[src/rtl/fstep_pkg.sv]
package fstep_pkg;

    typedef enum logic [1:0] {
        OP_LOAD = 2'd0,
        OP_STEP = 2'd1,
        OP_INC  = 2'd2,
        OP_DEC  = 2'd3
    } fs_op_e;

    typedef struct packed {
        logic load;
        logic set_step;
        logic up;
        logic dn;
    } ch_req_t;

    function automatic int unsigned min_div_word(input int unsigned frac_w);
        return 32'd8 << frac_w;
    endfunction

    function automatic logic in_window(input logic [63:0] v,
                                       input logic [63:0] lo,
                                       input logic [63:0] hi);
        return (v >= lo) && (v <= hi);
    endfunction

endpackage

[src/rtl/fstep_req_merge.sv]
module fstep_req_merge #(
    parameter int NUM_CH = 4,
    parameter int CH_W   = 2
) (
    input  logic                                clk,
    input  logic                                rst,
    input  logic                                cmd_valid_i,
    input  logic [CH_W-1:0]                     cmd_ch_i,
    input  logic [1:0]                          cmd_op_i,
    input  logic                                pin_up_i,
    input  logic                                pin_dn_i,
    output fstep_pkg::ch_req_t [NUM_CH-1:0]     req_o
);
    import fstep_pkg::*;

    fs_op_e op;
    assign op = fs_op_e'(cmd_op_i);

    logic [NUM_CH-1:0] load_v;

    for (genvar c = 0; c < NUM_CH; c++) begin : g_req
        logic hit;
        assign hit = cmd_valid_i && (cmd_ch_i == CH_W'(c));
        assign req_o[c].load     = hit && (op == OP_LOAD);
        assign req_o[c].set_step = hit && (op == OP_STEP);
        assign load_v[c]         = req_o[c].load;
        if (c == 0) begin : g_pins
            assign req_o[c].up = (hit && (op == OP_INC)) || pin_up_i;
            assign req_o[c].dn = (hit && (op == OP_DEC)) || pin_dn_i;
        end else begin : g_cmd_only
            assign req_o[c].up = hit && (op == OP_INC);
            assign req_o[c].dn = hit && (op == OP_DEC);

            // without a command, only channel 0 may see a step request
            a_r8_pins_ch0_only: assert property (@(posedge clk) disable iff (rst)
                !cmd_valid_i |-> (!req_o[c].up && !req_o[c].dn));
        end
    end

    // one command addresses at most one channel
    a_r2_single_load: assert property (@(posedge clk) disable iff (rst)
        $onehot0(load_v));

endmodule

[src/rtl/fstep_channel.sv]
module fstep_channel #(
    parameter int WORD_W     = 12,
    parameter int MIN_WORD   = 128,
    parameter int MAX_WORD   = 2000,
    parameter int RESET_WORD = 400
) (
    input  logic               clk,
    input  logic               rst,
    input  fstep_pkg::ch_req_t req_i,
    input  logic [WORD_W-1:0]  data_i,
    input  logic               wrap_i,
    output logic [WORD_W-1:0]  word_o,
    output logic               oor_o
);
    import fstep_pkg::*;

    localparam logic [63:0] LO64 = 64'(MIN_WORD);
    localparam logic [63:0] HI64 = 64'(MAX_WORD);

    logic [WORD_W-1:0] cur_q, cur_d;
    logic [WORD_W-1:0] next_q, next_d;
    logic [WORD_W-1:0] step_q, step_d;
    logic              flag_q, flag_d;
    logic              pend_q, pend_d;
    logic              applied;
    logic [WORD_W:0]   cand;
    logic              move_ok;
    logic              load_ok;

    // one extra bit keeps a borrow or a carry, which always lands above the window
    assign cand = req_i.up ? ({1'b0, next_q} - {1'b0, step_q})
                           : ({1'b0, next_q} + {1'b0, step_q});
    assign move_ok = in_window(64'(cand), LO64, HI64);
    assign load_ok = in_window(64'(data_i), LO64, HI64);

    always_comb begin
        step_d  = step_q;
        next_d  = next_q;
        flag_d  = flag_q;
        applied = 1'b0;
        if (req_i.set_step) begin
            step_d = data_i;
        end
        if (req_i.load) begin
            if (load_ok) begin
                next_d  = data_i;
                flag_d  = 1'b0;
                applied = 1'b1;
            end else begin
                flag_d  = 1'b1;
            end
        end else if (req_i.up ^ req_i.dn) begin
            if (move_ok) begin
                next_d  = cand[WORD_W-1:0];
                applied = 1'b1;
            end else begin
                flag_d  = 1'b1;
            end
        end
        pend_d = (pend_q && !wrap_i) || applied;
        cur_d  = (pend_q && wrap_i) ? next_q : cur_q;
    end

    always_ff @(posedge clk) begin
        if (rst) begin
            cur_q  <= WORD_W'(RESET_WORD);
            next_q <= WORD_W'(RESET_WORD);
            step_q <= WORD_W'(1);
            flag_q <= 1'b0;
            pend_q <= 1'b0;
        end else begin
            cur_q  <= cur_d;
            next_q <= next_d;
            step_q <= step_d;
            flag_q <= flag_d;
            pend_q <= pend_d;
        end
    end

    assign word_o = cur_q;
    assign oor_o  = flag_q;

    // no boundary strobe, no change of the active word
    a_r4_hold_between_wraps: assert property (@(posedge clk) disable iff (rst)
        !wrap_i |=> $stable(cur_q));

    // at a boundary a pending target becomes active
    a_r4_take_at_wrap: assert property (@(posedge clk) disable iff (rst)
        (pend_q && wrap_i) |=> (cur_q == $past(next_q)));

    // target never below the highest-frequency limit
    a_r5_above_min: assert property (@(posedge clk) disable iff (rst)
        next_q >= WORD_W'(MIN_WORD));

    // target never above the lowest-frequency limit
    a_r6_below_max: assert property (@(posedge clk) disable iff (rst)
        next_q <= WORD_W'(MAX_WORD));

    // a lone raise moves the target by exactly one step, or is refused with the flag set
    a_r3_exact_raise: assert property (@(posedge clk) disable iff (rst)
        (req_i.up && !req_i.dn && !req_i.load) |=>
            ((next_q == $past(next_q) - $past(step_q)) || ($stable(next_q) && flag_q)));

    // the flag is sticky without a load
    a_r7_sticky: assert property (@(posedge clk) disable iff (rst)
        (flag_q && !req_i.load) |=> flag_q);

    // opposing requests leave target and flag untouched
    a_r9_conflict_ignored: assert property (@(posedge clk) disable iff (rst)
        (req_i.up && req_i.dn && !req_i.load) |=> ($stable(next_q) && $stable(flag_q)));

endmodule

[src/rtl/fstep_ctrl.sv]
module fstep_ctrl #(
    parameter int NUM_CH     = 4,
    parameter int WORD_W     = 12,
    parameter int FRAC_W     = 4,
    parameter int MAX_WORD   = 2000,
    parameter int RESET_WORD = 400,
    localparam int CH_W      = (NUM_CH > 1) ? $clog2(NUM_CH) : 1
) (
    input  logic                     clk,
    input  logic                     rst,
    input  logic                     cmd_valid_i,
    input  logic [CH_W-1:0]          cmd_ch_i,
    input  logic [1:0]               cmd_op_i,
    input  logic [WORD_W-1:0]        cmd_data_i,
    input  logic                     pin_up_i,
    input  logic                     pin_dn_i,
    input  logic [NUM_CH-1:0]        wrap_i,
    output logic [NUM_CH*WORD_W-1:0] div_word_o,
    output logic [NUM_CH-1:0]        oor_o
);
    import fstep_pkg::*;

    localparam int MIN_WORD = int'(min_div_word(FRAC_W));

    ch_req_t [NUM_CH-1:0] req;

    fstep_req_merge #(
        .NUM_CH (NUM_CH),
        .CH_W   (CH_W)
    ) u_merge (
        .clk         (clk),
        .rst         (rst),
        .cmd_valid_i (cmd_valid_i),
        .cmd_ch_i    (cmd_ch_i),
        .cmd_op_i    (cmd_op_i),
        .pin_up_i    (pin_up_i),
        .pin_dn_i    (pin_dn_i),
        .req_o       (req)
    );

    for (genvar c = 0; c < NUM_CH; c++) begin : g_ch
        fstep_channel #(
            .WORD_W     (WORD_W),
            .MIN_WORD   (MIN_WORD),
            .MAX_WORD   (MAX_WORD),
            .RESET_WORD (RESET_WORD)
        ) u_ch (
            .clk    (clk),
            .rst    (rst),
            .req_i  (req[c]),
            .data_i (cmd_data_i),
            .wrap_i (wrap_i[c]),
            .word_o (div_word_o[c*WORD_W +: WORD_W]),
            .oor_o  (oor_o[c])
        );
    end

endmodule

[config.mk]
export PLATFORM = sky130hd
export DESIGN_NAME = fstep_ctrl
export DESIGN_NICKNAME = d
export VERILOG_FILES = /design/src/rtl/fstep_pkg.sv /design/src/rtl/fstep_req_merge.sv /design/src/rtl/fstep_channel.sv /design/src/rtl/fstep_ctrl.sv
export SDC_FILE = /design/constraint.sdc
export NUM_CORES = 1
export LEC_CHECK = 0
export BUFFER_PORTS_ARGS = -buffer_cell sky130_fd_sc_hd__buf_2
export CORE_ASPECT_RATIO = 0.6
export CORE_MARGIN = 2
export CORE_UTILIZATION = 25
export DETAILED_ROUTE_END_ITERATION = 10
export GPL_TIMING_DRIVEN = 0
export SYNTH_ARGS = -nofsm -noshare
export SYNTH_HDL_FRONTEND = slang
export SYNTH_HIERARCHICAL = 1
export SYNTH_SLANG_ARGS = --single-unit
[constraint.sdc]
create_clock -name clk -period 3.98 [get_ports clk]
set_clock_uncertainty 0.2 [all_clocks]
set_input_delay 0.199 -clock clk [delete_from_list [all_inputs] [get_ports clk]]
set_output_delay 0.199 -clock clk [all_outputs]
set_load 0.005 [all_outputs]
# [After elaboration in Yosys (flattened, before gate mapping)]
# Cells that the tools add are included.
# Widths: inputs -> output; s select.
[totals] inputBits=25 reg_bits=152 out_inout_bits=52 latchBits=0 mem_bits_rw=0 rom_bits=0 elab_cells=160 mem_count=0
[op_classes] n_eq_ne=14 n_div=0 n_addsub=8 n_shift=0 n_mul=0 order_cmp=10 n_reduce_logical=61 n_mux=43 bitwise=4
[op_table] cell="$mux 12" count=13
[op_table] cell="$add 12x12->13" count=4
[op_table] cell="$ge 13x8->1 const B" count=4
[op_table] cell="$le 13x11->1 const B" count=4
[op_table] cell="$mux 13" count=4
[op_table] cell="$sub 12x12->13" count=4
[op_table] cell="$logic_and 1x1->1" count=33
[op_table] cell="$mux 1" count=26
[op_table] cell="$reduce_bool 2->1" count=8
[op_table] cell="$ge 12x8->1 const B" count=1
[op_table] cell="$le 12x11->1 const B" count=1
[op_table] cell="$reduce_and 3->1" count=4
[op_table] cell="$eq 2x2->1 const B" count=4
[op_table] cell="$ne 2x1->1 const B" count=4
[op_table] cell="$ne 2x2->1 const B" count=4
[op_table] cell="$reduce_and 2->1" count=4
[op_table] cell="$logic_or 1x1->1" count=6
[op_table] cell="$eq 2x1->1 const B" count=2
[op_table] cell="$logic_not 1->1" count=4
[op_table] cell="$logic_not 2->1" count=2
[op_table] cell="$xor 1x1->1" count=4

# [Depth between registers and ports, before layout]
# Gate-level depths: netlist of run 1.
[logic_depth] word_depth=11 mapped_depth=15 depth_no_buf=14

# [Modules after synthesis]
# The synthesis of run 1 kept the hierarchy.
[modules_own_cells] module="fstep_channel (g_ch[0].u_ch ...)" seq_area_each_um2=760.7 instances=2 area_per_inst_um2=2576.2 cells_per_inst=312
[modules_own_cells] module="fstep_channel (g_ch[3].u_ch)" seq_area_each_um2=760.7 instances=1 area_per_inst_um2=2577.5 cells_per_inst=308
[modules_own_cells] module="fstep_channel (g_ch[1].u_ch)" seq_area_each_um2=760.7 instances=1 area_per_inst_um2=2446.1 cells_per_inst=298
[modules_own_cells] module="fstep_req_merge" seq_area_each_um2=0.0 instances=1 area_per_inst_um2=130.1 cells_per_inst=25

# [Least setup slack after synthesis of run 1]
# Ideal clock, no wire load.
[synth_timing] kind="input port to flip-flop" startpoint="input cmd_op_i[0]" endpoint="register g_ch[0].u_ch.next_q[3]" setup_time_ps=151 stages=15 path_slack_ps=-79 arrival_time_ps=3708 t_required_ps=3629 n_path_buf=2 cell_sequence="nand3b_1 > o31ai_1 > clkbuf_1 > a21oi_1 > xnor2_1 > ha_1 > a21o_1 > a31o_1 > or2_4 > a311o_1 > or3_4 > o22a_1 > buf_6 > a311oi_1 > a211oi_1"
[synth_rtl] element="from (decl)" line_no="fstep_ctrl.sv:13" rtl="input logic [1:0] cmd_op_i,"
[synth_rtl] element="to (signal assigned)" line_no="fstep_channel.sv:67" rtl="next_q <= WORD_W'(RESET_WORD);"
[synth_rtl] element="to (signal assigned)" line_no="fstep_channel.sv:73" rtl="next_q <= next_d;"
[synth_rtl] element="to (decl)" line_no="fstep_channel.sv:21" rtl="logic [WORD_W-1:0] next_q, next_d;"

# [Final worst setup path of run 1]
[layout_timing] startpoint="register g_ch[3].u_ch.step_q[4]" endpoint="register g_ch[3].u_ch.next_q[7]"
[layout_via] elab_chain_cells=6 word_cells_on_any_way=11 cone_classes="2 x add/sub; 2 x order compare; 4 x mux; 3 x reduce/logical"
[layout_lines] element="from (decl)" line_no="fstep_channel.sv:22" rtl="logic [WORD_W-1:0] step_q, step_d;"
[layout_lines] element="from (signal assigned)" line_no="fstep_channel.sv:74" rtl="step_q <= step_d;"
[layout_lines] element="$add 12x12->13 / $sub 12x12->13 (equally long branches)" line_no="fstep_channel.sv:32, fstep_channel.sv:31"
[layout_lines] element="$mux 13 *" line_no="fstep_channel.sv:31" rtl="assign cand = req_i.up ? ({1'b0, next_q} - {1'b0, step_q})"
[layout_lines] element="$ge 13x8->1 / $le 13x11->1 (equally long branches)" line_no="fstep_pkg.sv:24" rtl="return (v >= lo) && (v <= hi);"
[layout_lines] element="$logic_and 1x1->1" line_no="fstep_pkg.sv:24"
[layout_lines] element="$reduce_bool 2->1 (no line)"
[layout_lines] element="$reduce_and 3->1 (no line)"
[layout_lines] element="to (signal assigned)" line_no="fstep_channel.sv:67"
[layout_lines] element="to (signal assigned)" line_no="fstep_channel.sv:73"
[layout_lines] element="to (decl)" line_no="fstep_channel.sv:21"
# Mark *: on every way between the ends. The rest lies on a longest branch, timed or not. The select of a mux whose other input is x is not followed.
# A chain may end at the register's enable or synchronous reset.

==> results.md, run 1 <==
- Setup crit start kind: flop
- number of distinct library cells after synthesis: 80
- largest net degree at the start of global routing: 17
- Post-Route WL: 36.23 mm
- Synth Instances: 1,255
- placement row count: 57
- Clock Sink Count: 152
- synth-to-layout area growth: 34.67%
- Die X-Extent: 266.1 um
- final period utilization: 1.029
- capturing element type of the critical path: flop
- post-place setup slack: -1.210 ns
- share of layout cells above drive strength 1: 0.2789
- global-route wire length before repair: 55.37 mm
- leading cell type in the layout, fill and taps excluded: sky130_fd_sc_hd__dfxtp_1
- net count after synthesis: 1,336
- overall die height: 161.3 um
- hold path start: cmd_data_i[1]
- placed cell areas: 11,350 um2
- Worst Setup Path Type: reg2reg
- H-tree level count: 4
- final setup violation count: 20
- via density per instance: 5.326
- Synth Area per Inst: 8.212 um2
- endpoint of the worst hold path: g_ch[1].u_ch/step_q[1]$_SDFFE_PP0P_
- area occupied by registers: 3072 um2
- Slew Limit Headroom: 0.5062
- flop-to-flop setup slack: -0.11 ns
- number of detailed-route iterations in the first pass: 5
- VDD IR max: 267.7 uV
- via count: 10.43k
- worst path buffer plus inverter count: 2
- most area-consuming cells after synthesis: sky130_fd_sc_hd__dfxtp_1, sky130_fd_sc_hd__mux2i_1, sky130_fd_sc_hd__ha_1, sky130_fd_sc_hd__xnor2_1, sky130_fd_sc_hd__a21oi_1
- Worst Tran Pin Value: 0.7407 ns
- combined area of the multi-input logic cells: 8001 um2
- max-cap violations: 0
- area inside the core boundary: 40,580 um2
- Min-Delay Path Depth: 3
- critical register-to-register path endpoint: g_ch[3].u_ch/next_q[7]$_SDFFE_PP1P_
- number of synthesized flops with an enable pin: 0
- Max Fanout on Critical Path: 10
- data required time of the worst path: 4.06 ns
- final standard cell area without fillers: 13,880 um2
- Reg2Reg Launch Point: g_ch[3].u_ch/step_q[4]$_SDFFE_PP0P_
- delay of the slowest cell on the worst path: 0.45 ns
- number of filler cells placed in the layout: 4,098
- sequential cell area fraction in the yosys report: 0.2953
- number of antenna violations at the first check in global routing: 0
- TritonCTS clock tree: done
- number of clock buffers inserted by TritonCTS: 17
- proportion of netlist area held by the largest area contributor: 0.2953
- cell area after synthesis: 10,310 um2
- power per cell area: 352.8 nW/um2
- maximum buffer depth of the clock tree: 2
- top-level I/O count: 77
- clock tree root driver cell: sky130_fd_sc_hd__clkbuf_16
- NumNets Final: 1,497
- Peak Freq: 0.2442 GHz
- clk_lat worst skew: 0.44 ns
- initial core utilization: 0.2540
- via count of the first global-routing pass: 9,779
- cell type of the slowest stage on the worst timing path: sky130_fd_sc_hd__ha_2
- CP delay by family, top: simple AND/OR/NAND/NOR gates
- remaining antenna violation count after routing: 0
- RSZ-0062 raised after global routing: yes
- antenna diode count: 0
- grt ovf: 0
- Post-synth top flop: sky130_fd_sc_hd__dfxtp_1
- synthesized flop and latch total: 152
- final period demand of the worst path: 4.095 ns
- share of flip-flops with an asynchronous set or reset after synthesis: 0
- post-synth top area cell: sky130_fd_sc_hd__dfxtp_1
- hpwl dp: 24.54 mm
- wire per inst: 18.50 um
- DRC marker count from the first detailed-route iteration: 995
- critical path, cell by cell: or3_4 -> or3_4 -> nor3_4 -> nor2_2 -> xnor2_1 -> ha_2 -> buf_6 -> nor2b_1 -> a311o_1 -> or3_4 -> o22a_4 -> buf_12 -> a31oi_4 -> o211ai_1
- Arr. time, crit path: 4.18 ns
- number of pins with negative max-slew slack in the final report: 0
- CTS clk-pin slew, worst paths: 0.06 ns
- leakage component of the power: 0.005137 uW
- GPL Wtd Cong: 0.8633
- die area: 42,920 um2
- Hold Fails Final Rpt: 0
- failing checks: setup timing
- count of input and output buffers: 75
- final setup margin: -0.1150 ns
- commonest cells after routing, fill and taps aside: sky130_fd_sc_hd__dfxtp_1, sky130_fd_sc_hd__nand2_1, sky130_fd_sc_hd__nor2_1
- cell repeated most along the worst path: sky130_fd_sc_hd__or3_4
- Worst Reg2Reg Path Length in Cells: 14
- post-route DRC violation count: 0
- run status: finished with violations
- Synth Warn #: 6
- HP Class: in2reg
- Overall Global Routing Usage: 0.1628
## worst max-delay path by stage
stage,from,to,slack [ns],depth (start not counted)
floorplan,cmd_op_i[0],g_ch[0].u_ch/next_q[3]$_SDFFE_PP0P_,0.02,15
global placement,cmd_op_i[0],g_ch[0].u_ch/next_q[9]$_SDFFE_PP0P_,-1.14,15
detailed placement,cmd_op_i[0],g_ch[0].u_ch/next_q[9]$_SDFFE_PP0P_,-1.21,15
CTS,g_ch[2].u_ch/step_q[4]$_SDFFE_PP0P_,g_ch[2].u_ch/oor_o$_SDFFE_PP0P_,-0.03,15
global route,g_ch[3].u_ch/step_q[3]$_SDFFE_PP0P_,g_ch[3].u_ch/next_q[10]$_SDFFE_PP0P_,-0.20,14
finish,g_ch[3].u_ch/step_q[4]$_SDFFE_PP0P_,g_ch[3].u_ch/next_q[7]$_SDFFE_PP1P_,-0.11,14
## cells in the mapped netlist (9+ instances only)
library cell and count:
sky130_fd_sc_hd__a21o_1 14, sky130_fd_sc_hd__nor2b_1 15, sky130_fd_sc_hd__nor4_1 15, sky130_fd_sc_hd__a311oi_1 16
sky130_fd_sc_hd__o211ai_1 9, sky130_fd_sc_hd__o2111ai_1 13, sky130_fd_sc_hd__inv_1 47, sky130_fd_sc_hd__xnor2_1 62
sky130_fd_sc_hd__ha_1 52, sky130_fd_sc_hd__nand3_1 44, sky130_fd_sc_hd__nor3_1 42, sky130_fd_sc_hd__nor2_1 127
sky130_fd_sc_hd__a21oi_1 102, sky130_fd_sc_hd__and3_1 11, sky130_fd_sc_hd__and2_1 13, sky130_fd_sc_hd__nand2b_1 9
sky130_fd_sc_hd__mux2i_1 81, sky130_fd_sc_hd__clkbuf_1 54, sky130_fd_sc_hd__dfxtp_1 152, sky130_fd_sc_hd__a211oi_1 24
sky130_fd_sc_hd__nand2_1 133, sky130_fd_sc_hd__xor2_1 16, sky130_fd_sc_hd__o21ai_0 23
## worst reg2reg max path, delay by kind of cell (launching register included)
kind                       cells  cell delay [ns]
AOI/OAI and AO/OA              4             0.99
buffers and inverters          2             0.29
DFF                            1             0.32
xor gates and xnor gates       1             0.15
and+or+nand+nor                6             1.53
adders and majority gates      1             0.45
## cells by family (layout without fill, tap and decap cells)
logic type               Yosys count  in the layout  synth area share
AO/OA/AOI/OAI                    306            306            0.2189
adder cells (fa/ha/maj)           56             56           0.07090
AND/OR/NAND/NOR                  463            463            0.2189
flip-flops                       152            152            0.2953
buffers and inverters            113            285           0.04419
XOR/XNOR                          78             78           0.06629
multiplexers                      87             87           0.08559
## through the flow
step	setup TNS, ns	hold slack [ns]	instances	util	power, uW
6_report	-1.043	0.02170	1958	0.3420	4897
5_1_grt	-4.724	0.03913	1958	0.3420	5111
4_1_cts	-0.1993	0.01953	1930	0.3192	4678
3_5_place_dp	-44.59	0.2453	1861	0.2797	2677
3_3_place_gp	-41.27	0.2416	1861	0.2797	2662
2_1_floorplan	0	0.1252	1255	-	2397
## registers in the layout (all words and copies together) (netlist names)
| register | cells |
|---|---|
| g_ch.u_ch/oor_o | 4 |
| g_ch.u_ch/next_q | 48 |
| g_ch.u_ch/pend_q | 4 |
| g_ch.u_ch/step_q | 48 |
| g_ch.u_ch/word_o | 48 |
## layout make-up
| type | count | area share |
|---|---|---|
| Tap cell | 531 | 0.04787 |
| Timing Repair Buffer | 144 | 0.07086 |
| Clock buffer | 22 | 0.03489 |
| Multi-Input combinational cell | 990 | 0.5765 |
| Inverter | 47 | 0.01271 |
| Clock inverter | 8 | 0.01208 |
| Sequential cell | 152 | 0.2213 |
| Buffer | 64 | 0.02380 |
## routing by layer
layer,global-route usage,share of wire,vias to the layer above,routed length (um)
met4,0.04009,0.013,0,489
met1,0.2368,0.48,5105,17220
met2,0.2390,0.44,346,15890
met5,0,0,-,0
met3,0.03964,0.073,48,2630
li1,-,-,4930,-
## power by group
group | switching (uW) | internal (uW)
logic | 807 | 596
registers | 69.6 | 1580
clock network | 676 | 1170
total | 1550 | 3340
## repair_timing
item                                   4_1_cts  5_1_grt
hold buffers                                 5        0
pin swaps                                   55       98
buffers inserted                            32       28
setup endpoints to repair                   56       56
endpoints found under the hold margin       15        0
resized for setup                          140      150
gates cloned                                 4        1
(Power assumes the default switching activity.)
==> run 2: changes to the inputs <==
--- a/config.mk
+++ b/config.mk
@@ -9,9 +9,9 @@
 export CORE_ASPECT_RATIO = 0.6
 export CORE_MARGIN = 2
 export CORE_UTILIZATION = 25
+export CTS_CLUSTER_SIZE = 10
 export DETAILED_ROUTE_END_ITERATION = 10
 export GPL_TIMING_DRIVEN = 0
 export SYNTH_ARGS = -nofsm -noshare
 export SYNTH_HDL_FRONTEND = slang
-export SYNTH_HIERARCHICAL = 1
 export SYNTH_SLANG_ARGS = --single-unit
==> results.md, run 2 <==
- capturing element type of the critical path: flop
- number of pins with negative max-slew slack in the final report: 0
- post-synth top area cell: sky130_fd_sc_hd__dfxtp_1
- overall die height: 157.7 um
- leading cell type in the layout, fill and taps excluded: sky130_fd_sc_hd__nand2_1
- delay of the slowest cell on the worst path: 0.58 ns
- Synth Warn #: 0
- share of flip-flops with an asynchronous set or reset after synthesis: 0
- synth-to-layout area growth: 27.19%
- Clock Sink Count: 152
- failing checks: setup timing
- worst path buffer plus inverter count: 2
- Hold Fails Final Rpt: 0
- number of antenna violations at the first check in global routing: 0
- DRC marker count from the first detailed-route iteration: 1,115
- clk_lat worst skew: 0.46 ns
- final setup margin: -0.1328 ns
- area inside the core boundary: 38,960 um2
- die area: 41,000 um2
- clock tree root driver cell: sky130_fd_sc_hd__clkbuf_16
- HP Class: in2reg
- maximum buffer depth of the clock tree: 2
- number of detailed-route iterations in the first pass: 6
- number of synthesized flops with an enable pin: 0
- critical path, cell by cell: nor3_4 -> nand3_2 -> or3_4 -> o31ai_4 -> xor2_2 -> ha_4 -> buf_6 -> xor2_2 -> mux2_4 -> or4_4 -> nand3_2 -> o22a_2 -> buf_8 -> mux2_4
- count of input and output buffers: 63
- H-tree level count: 4
- final setup violation count: 13
- placement row count: 56
- Die X-Extent: 260.1 um
- global-route wire length before repair: 52.81 mm
- proportion of netlist area held by the largest area contributor: 0.3093
- sequential cell area fraction in the yosys report: 0.3093
- VDD IR max: 297.3 uV
- grt ovf: 0
- Slew Limit Headroom: 0.2950
- Synth Area per Inst: 7.567 um2
- Arr. time, crit path: 4.26 ns
- Post-synth top flop: sky130_fd_sc_hd__dfxtp_1
- remaining antenna violation count after routing: 0
- antenna diode count: 0
- flop-to-flop setup slack: -0.13 ns
- number of distinct library cells after synthesis: 75
- via count: 10.23k
- most area-consuming cells after synthesis: sky130_fd_sc_hd__dfxtp_1, sky130_fd_sc_hd__nand2_1, sky130_fd_sc_hd__a21oi_1, sky130_fd_sc_hd__ha_1, sky130_fd_sc_hd__xor2_1
- CP delay by family, top: simple AND/OR/NAND/NOR gates
- hpwl dp: 26.34 mm
- max-cap violations: 0
- cell area after synthesis: 9837 um2
- leakage component of the power: 0.005144 uW
- initial core utilization: 0.2525
- final hold slack: 0.03088 ns
- post-route DRC violation count: 0
- synthesized flop and latch total: 152
- run status: finished with violations
- via density per instance: 5.198
- Max Fanout on Critical Path: 8
- most numerous cell in the Yosys netlist: sky130_fd_sc_hd__nand2_1
- TritonCTS clock tree: done
- most numerous cell types in the synthesized netlist: sky130_fd_sc_hd__nand2_1, sky130_fd_sc_hd__dfxtp_1, sky130_fd_sc_hd__a21oi_1
- share of layout cells above drive strength 1: 0.1978
- top-level I/O count: 77
- RSZ-0062 raised after global routing: yes
- GPL Wtd Cong: 0.9111
- Synth Instances: 1,300
- final period demand of the worst path: 4.113 ns
- commonest cells after routing, fill and taps aside: sky130_fd_sc_hd__nand2_1, sky130_fd_sc_hd__dfxtp_1, sky130_fd_sc_hd__a21oi_1
- data required time of the worst path: 4.13 ns
- CTS clk-pin slew, worst paths: 0.07 ns
- power per cell area: 336.7 nW/um2
- number of clock buffers inserted by TritonCTS: 17
- NumNets Final: 1,514
- Worst Tran Pin Value: 1.058 ns
- cell type of the slowest stage on the worst timing path: sky130_fd_sc_hd__or4_4
- largest net degree at the start of global routing: 18
- wire per inst: 18.14 um
- Post-Route WL: 35.70 mm
- Peak Freq: 0.2431 GHz
- Worst Setup Path Type: reg2reg
- final period utilization: 1.033
- setup tns final: -1.192 ns
- via count of the first global-routing pass: 9,068
- net count after synthesis: 1,381
- post-place setup slack: -0.9033 ns
- Setup crit start kind: flop
- Overall Global Routing Usage: 0.1683
==> run 2: cell types whose count changed after synthesis, moves of 14 or more <==
cell / previous run / this run
sky130_fd_sc_hd__nor2_1: 127 / 79
sky130_fd_sc_hd__a21oi_1: 102 / 130
sky130_fd_sc_hd__o21ai_0: 23 / 45
sky130_fd_sc_hd__nand2_1: 133 / 291
sky130_fd_sc_hd__nand3_1: 44 / 30
sky130_fd_sc_hd__xor2_1: 16 / 34
sky130_fd_sc_hd__xnor2_1: 62 / 33
sky130_fd_sc_hd__mux2i_1: 81 / 29
sky130_fd_sc_hd__nor3_1: 42 / 24
==> run 2: timing repair <==
| action | 4_1_cts | 5_1_grt |
|---|---|---|
| hold endpoints to repair | 20 | 0 |
| buffers inserted | 16 | 31 |
| endpoints found under the setup margin | 54 | 53 |
| resized for setup | 61 | 115 |
| cloned | 1 | 1 |
| hold buffers | 6 | 0 |
| pin swaps | 23 | 58 |
==> run 2: logic make-up (layout without fill, tap and decap cells) <==
group,after synthesis,after routing,synth area share
simple gates,532,532,0.2438
compound gates,338,338,0.2218
flops,152,152,0.3093
buf+inv,112,258,0.04554
xor+xnor,67,67,0.05965
fa+ha+maj,56,56,0.07428
mux,43,43,0.04554
==> run 2: through the flow <==
step	cell area, um2	total power [uW]	utilization	cells
after global routing	12510	4363	0.3212	1968
after CTS	11790	4093	0.3027	1936
after floorplan	9841	2180	-	1300
final	12510	4213	0.3212	1968
after global placement	10810	2399	0.2775	1885
after detailed placement	10810	2407	0.2775	1885
==> run 2: path summary, 6_finish.rpt <==
path,from,to,cells past startpoint
min reg2reg,g_ch[1].u_ch.word_o[11]$_SDFFE_PP0P_,g_ch[1].u_ch.word_o[11]$_SDFFE_PP0P_,2
max reg2reg,g_ch[3].u_ch.step_q[2]$_SDFFE_PP0P_,g_ch[3].u_ch.next_q[10]$_SDFFE_PP0P_,14
max,g_ch[3].u_ch.step_q[2]$_SDFFE_PP0P_,g_ch[3].u_ch.next_q[10]$_SDFFE_PP0P_,14
min,cmd_data_i[3],g_ch[0].u_ch.step_q[3]$_SDFFE_PP0P_,3
==> run 2: power breakdown <==
part / total [uW] / internal [uW] / switching [uW]
clock: 1660 / 839 / 820
combinational: 948 / 385 / 563
sequential: 1600 / 1560 / 46.8
==> run 2: worst register-to-register path, cell delays in order, from the launching register on <==
cell and delay [ns]:
sky130_fd_sc_hd__dfxtp_4 0.36, sky130_fd_sc_hd__nor3_4 0.21, sky130_fd_sc_hd__nand3_2 0.12, sky130_fd_sc_hd__or3_4 0.44
sky130_fd_sc_hd__o31ai_4 0.27, sky130_fd_sc_hd__xor2_2 0.25, sky130_fd_sc_hd__ha_4 0.26, sky130_fd_sc_hd__buf_6 0.13
sky130_fd_sc_hd__xor2_2 0.17, sky130_fd_sc_hd__mux2_4 0.28, sky130_fd_sc_hd__or4_4 0.58, sky130_fd_sc_hd__nand3_2 0.10
sky130_fd_sc_hd__o22a_2 0.18, sky130_fd_sc_hd__buf_8 0.15, sky130_fd_sc_hd__mux2_4 0.30
==> run 2: final cells by class <==
cell class | count | area [um2]
sequential | 152 | 3069
clock inverter | 15 | 150.1
timing repair buffer | 118 | 765.7
multi-input combinational | 1036 | 6990
fill | 4166 | 26450
clock buffer | 17 | 425.4
buffer | 69 | 311.5
inverter | 39 | 146.4
tap | 522 | 653.1
==> run 2: routing by layer <==
layer / vias to the layer above / track usage / part of all wire
met4: 0 / 0.02857 / 0.011
met2: 448 / 0.2247 / 0.39
met5: - / 0 / 0
met1: 4887 / 0.2539 / 0.49
li1: 4854 / - / -
met3: 40 / 0.06148 / 0.11
==> run 3: changes to the inputs <==
--- a/config.mk
+++ b/config.mk
@@ -7,7 +7,6 @@
 export LEC_CHECK = 0
 export BUFFER_PORTS_ARGS = -buffer_cell sky130_fd_sc_hd__buf_2
 export CORE_ASPECT_RATIO = 0.6
-export CORE_MARGIN = 2
 export CORE_UTILIZATION = 25
 export CTS_CLUSTER_SIZE = 10
 export DETAILED_ROUTE_END_ITERATION = 10
==> results.md, run 3 (synthesis gave the netlist of run 2 again) <==
- run status: finished with violations
- failing checks: setup timing
- Hold Fails Final Rpt: 0
- wire per inst: 18.67 um
- critical path, cell by cell: nor3_4 -> a31oi_1 -> xnor2_1 -> ha_2 -> o21a_1 -> a21o_1 -> and3_4 -> or2_1 -> a41o_1 -> or4_4 -> buf_8 -> a221oi_2 -> o21ai_1
- met2 track demand over resource in global routing: 0.2369
- top-level I/O count: 77
- overall die height: 155.7 um
- H-tree level count: 4
- switching part of the total: 0.3315
- worst path buffer plus inverter count: 1
- Overall Global Routing Usage: 0.1767
- power per cell area: 337.8 nW/um2
- initial core utilization: 0.2576
- DRC marker count from the first detailed-route iteration: 1,180
- maximum buffer depth of the clock tree: 2
- final setup margin: -0.007234 ns
- delay of the slowest cell on the worst path: 0.54 ns
- Peak Freq: 0.2508 GHz
- max-cap violations: 0
- capturing element type of the critical path: flop
- number of clock buffers inserted by TritonCTS: 17
- switching power summed over all nets: 1425 uW
- final period demand of the worst path: 3.987 ns
- area occupied by registers: 3070 um2
- final setup violation count: 4
- clock network fraction of design power: 0.391
- commonest cells after routing, fill and taps aside: sky130_fd_sc_hd__nand2_1, sky130_fd_sc_hd__dfxtp_1, sky130_fd_sc_hd__a21oi_1
- internal power consumption: 2873 uW
- final cell count without fillers: 1,963
- Setup crit start kind: flop
- count of input and output buffers: 63
- NumNets Final: 1,518
- Post-Route WL: 36.65 mm
- combined area of the multi-input logic cells: 7137 um2
- leakage component of the power: 0.005189 uW
- Die X-Extent: 258.1 um
- Slew Limit Headroom: 0.3006
- via count: 10.29k
- grt ovf: 0
- hpwl dp: 26.67 mm
- leading cell type in the layout, fill and taps excluded: sky130_fd_sc_hd__nand2_1
- Worst Setup Path Type: reg2reg
- placed cell areas: 10,800 um2
- number of antenna violations at the first check in global routing: 0
- GPL Wtd Cong: 0.9247
- Arr. time, crit path: 4.10 ns
- met3 global-route usage: 0.04760
- data required time of the worst path: 4.09 ns
- area inside the core boundary: 38,190 um2
- Worst Tran Pin Value: 1.049 ns
- power share of the sequential group: 0.374
- antenna diode count: 0
- via density per instance: 5.242
- final period utilization: 1.002
- CTS clk-pin slew, worst paths: 0.07 ns
- placement row count: 55
- VDD IR max: 250.0 uV
- HP Class: in2reg
- share of layout cells above drive strength 1: 0.2110
- global-route wire length before repair: 54.49 mm
- final standard cell area without fillers: 12,720 um2
- number of detailed-route iterations in the first pass: 6
- number of filler cells placed in the layout: 3,982
- cell type of the slowest stage on the worst timing path: sky130_fd_sc_hd__or4_4
- die area: 40,170 um2
- largest net degree at the start of global routing: 17
- via count of the first global-routing pass: 9,251
- logic gate share of total power: 0.236
- Max Fanout on Critical Path: 7
- TritonCTS clock tree: done
- clk_lat worst skew: 0.46 ns
- post-route DRC violation count: 0
- remaining antenna violation count after routing: 0
- clock tree root driver cell: sky130_fd_sc_hd__clkbuf_16
- number of pins with negative max-slew slack in the final report: 0
- CP delay by family, top: simple AND/OR/NAND/NOR gates
- post-placement cell count: 1,876
- Clock Sink Count: 152
- Top Usage Layer GRT: met1
- RSZ-0062 raised after global routing: yes
- GR Util met1: 0.2732
- synth-to-layout area growth: 29.33%
- post-place setup slack: -0.8321 ns
## run 3: changes by cell type in the layout (fill, tap and decap cells not counted), moves of 3 or more
cell                         before  now
sky130_fd_sc_hd__and3_4           1    4
sky130_fd_sc_hd__ha_1            39   35
sky130_fd_sc_hd__clkinvlp_4       0    5
sky130_fd_sc_hd__buf_8            1    5
sky130_fd_sc_hd__buf_4           47   42
sky130_fd_sc_hd__xor2_1          30   27
sky130_fd_sc_hd__inv_8            6    2
sky130_fd_sc_hd__buf_6            9   12
sky130_fd_sc_hd__ha_4             2    6
sky130_fd_sc_hd__and3_1          16   12
sky130_fd_sc_hd__a21oi_1        123  120
## run 3: tightest hold or removal path, cell delays in order
cell and delay [ns]:
sky130_fd_sc_hd__clkbuf_1 0.29, sky130_fd_sc_hd__nand2_1 0.14, sky130_fd_sc_hd__a21oi_1 0.06
## run 3: timing repair
action,4_1_cts,5_1_grt
setup endpoints to repair,54,54
gates cloned,1,1
hold endpoints to repair,19,0
pin swaps,28,64
resized for setup,80,136
hold buffers,7,0
setup buffers,24,24
## run 3: final cells by class
cell class              instances  share of cell area
plain buffers                  71             0.02675
clock buffers                  19             0.03482
clock inverters                13             0.01052
inverters                      39             0.01151
multi-input cells            1036              0.5610
flip-flops and latches        152              0.2413
well taps                     513             0.05045
repair buffers                120             0.06363
## run 3: metrics by stage
step	hold WS (ns)	TNS [ns]	power, uW	utilization
6_report	0.06532	-0.02044	4298	0.3331
2_1_floorplan	0.1350	0	2180	-
4_1_cts	0.03585	-0.001170	4143	0.3139
3_5_place_dp	0.2471	-36.24	2412	0.2827
5_1_grt	0.07273	-1.672	4450	0.3331
3_3_place_gp	0.2453	-33.08	2400	0.2827
## run 3: layer usage
metal | up-vias | share of wire | routed length, um
met1 | 4952 | 0.50 | 18240
li1 | 4856 | - | -
met3 | 34 | 0.099 | 3621
met5 | - | 0 | 0
met4 | 0 | 0.0087 | 319
met2 | 449 | 0.39 | 14470
## run 3: power by group through the flow
stage | combinational, uW | clock [uW] | sequential, uW
after floorplan | 559 | 0 | 1620
after global placement | 764 | 0 | 1640
after detailed placement | 774 | 0 | 1640
after CTS | 856 | 1680 | 1600
after global routing | 1080 | 1760 | 1610
final | 1010 | 1680 | 1610
## run 3: worst paths after layout
path | start | endpoint | slack (ns) | cells after the start
max | g_ch[0].u_ch.step_q[2]$_SDFFE_PP0P_ | g_ch[0].u_ch.next_q[4]$_SDFFE_PP1P_ | -0.007 | 13
min | cmd_data_i[3] | g_ch[3].u_ch.step_q[3]$_SDFFE_PP0P_ | 0.07 | 3
max reg2reg | g_ch[0].u_ch.step_q[2]$_SDFFE_PP0P_ | g_ch[0].u_ch.next_q[4]$_SDFFE_PP1P_ | -0.007 | 13
min reg2reg | g_ch[2].u_ch.word_o[1]$_SDFFE_PP0P_ | g_ch[2].u_ch.word_o[1]$_SDFFE_PP0P_ | 0.25 | 2
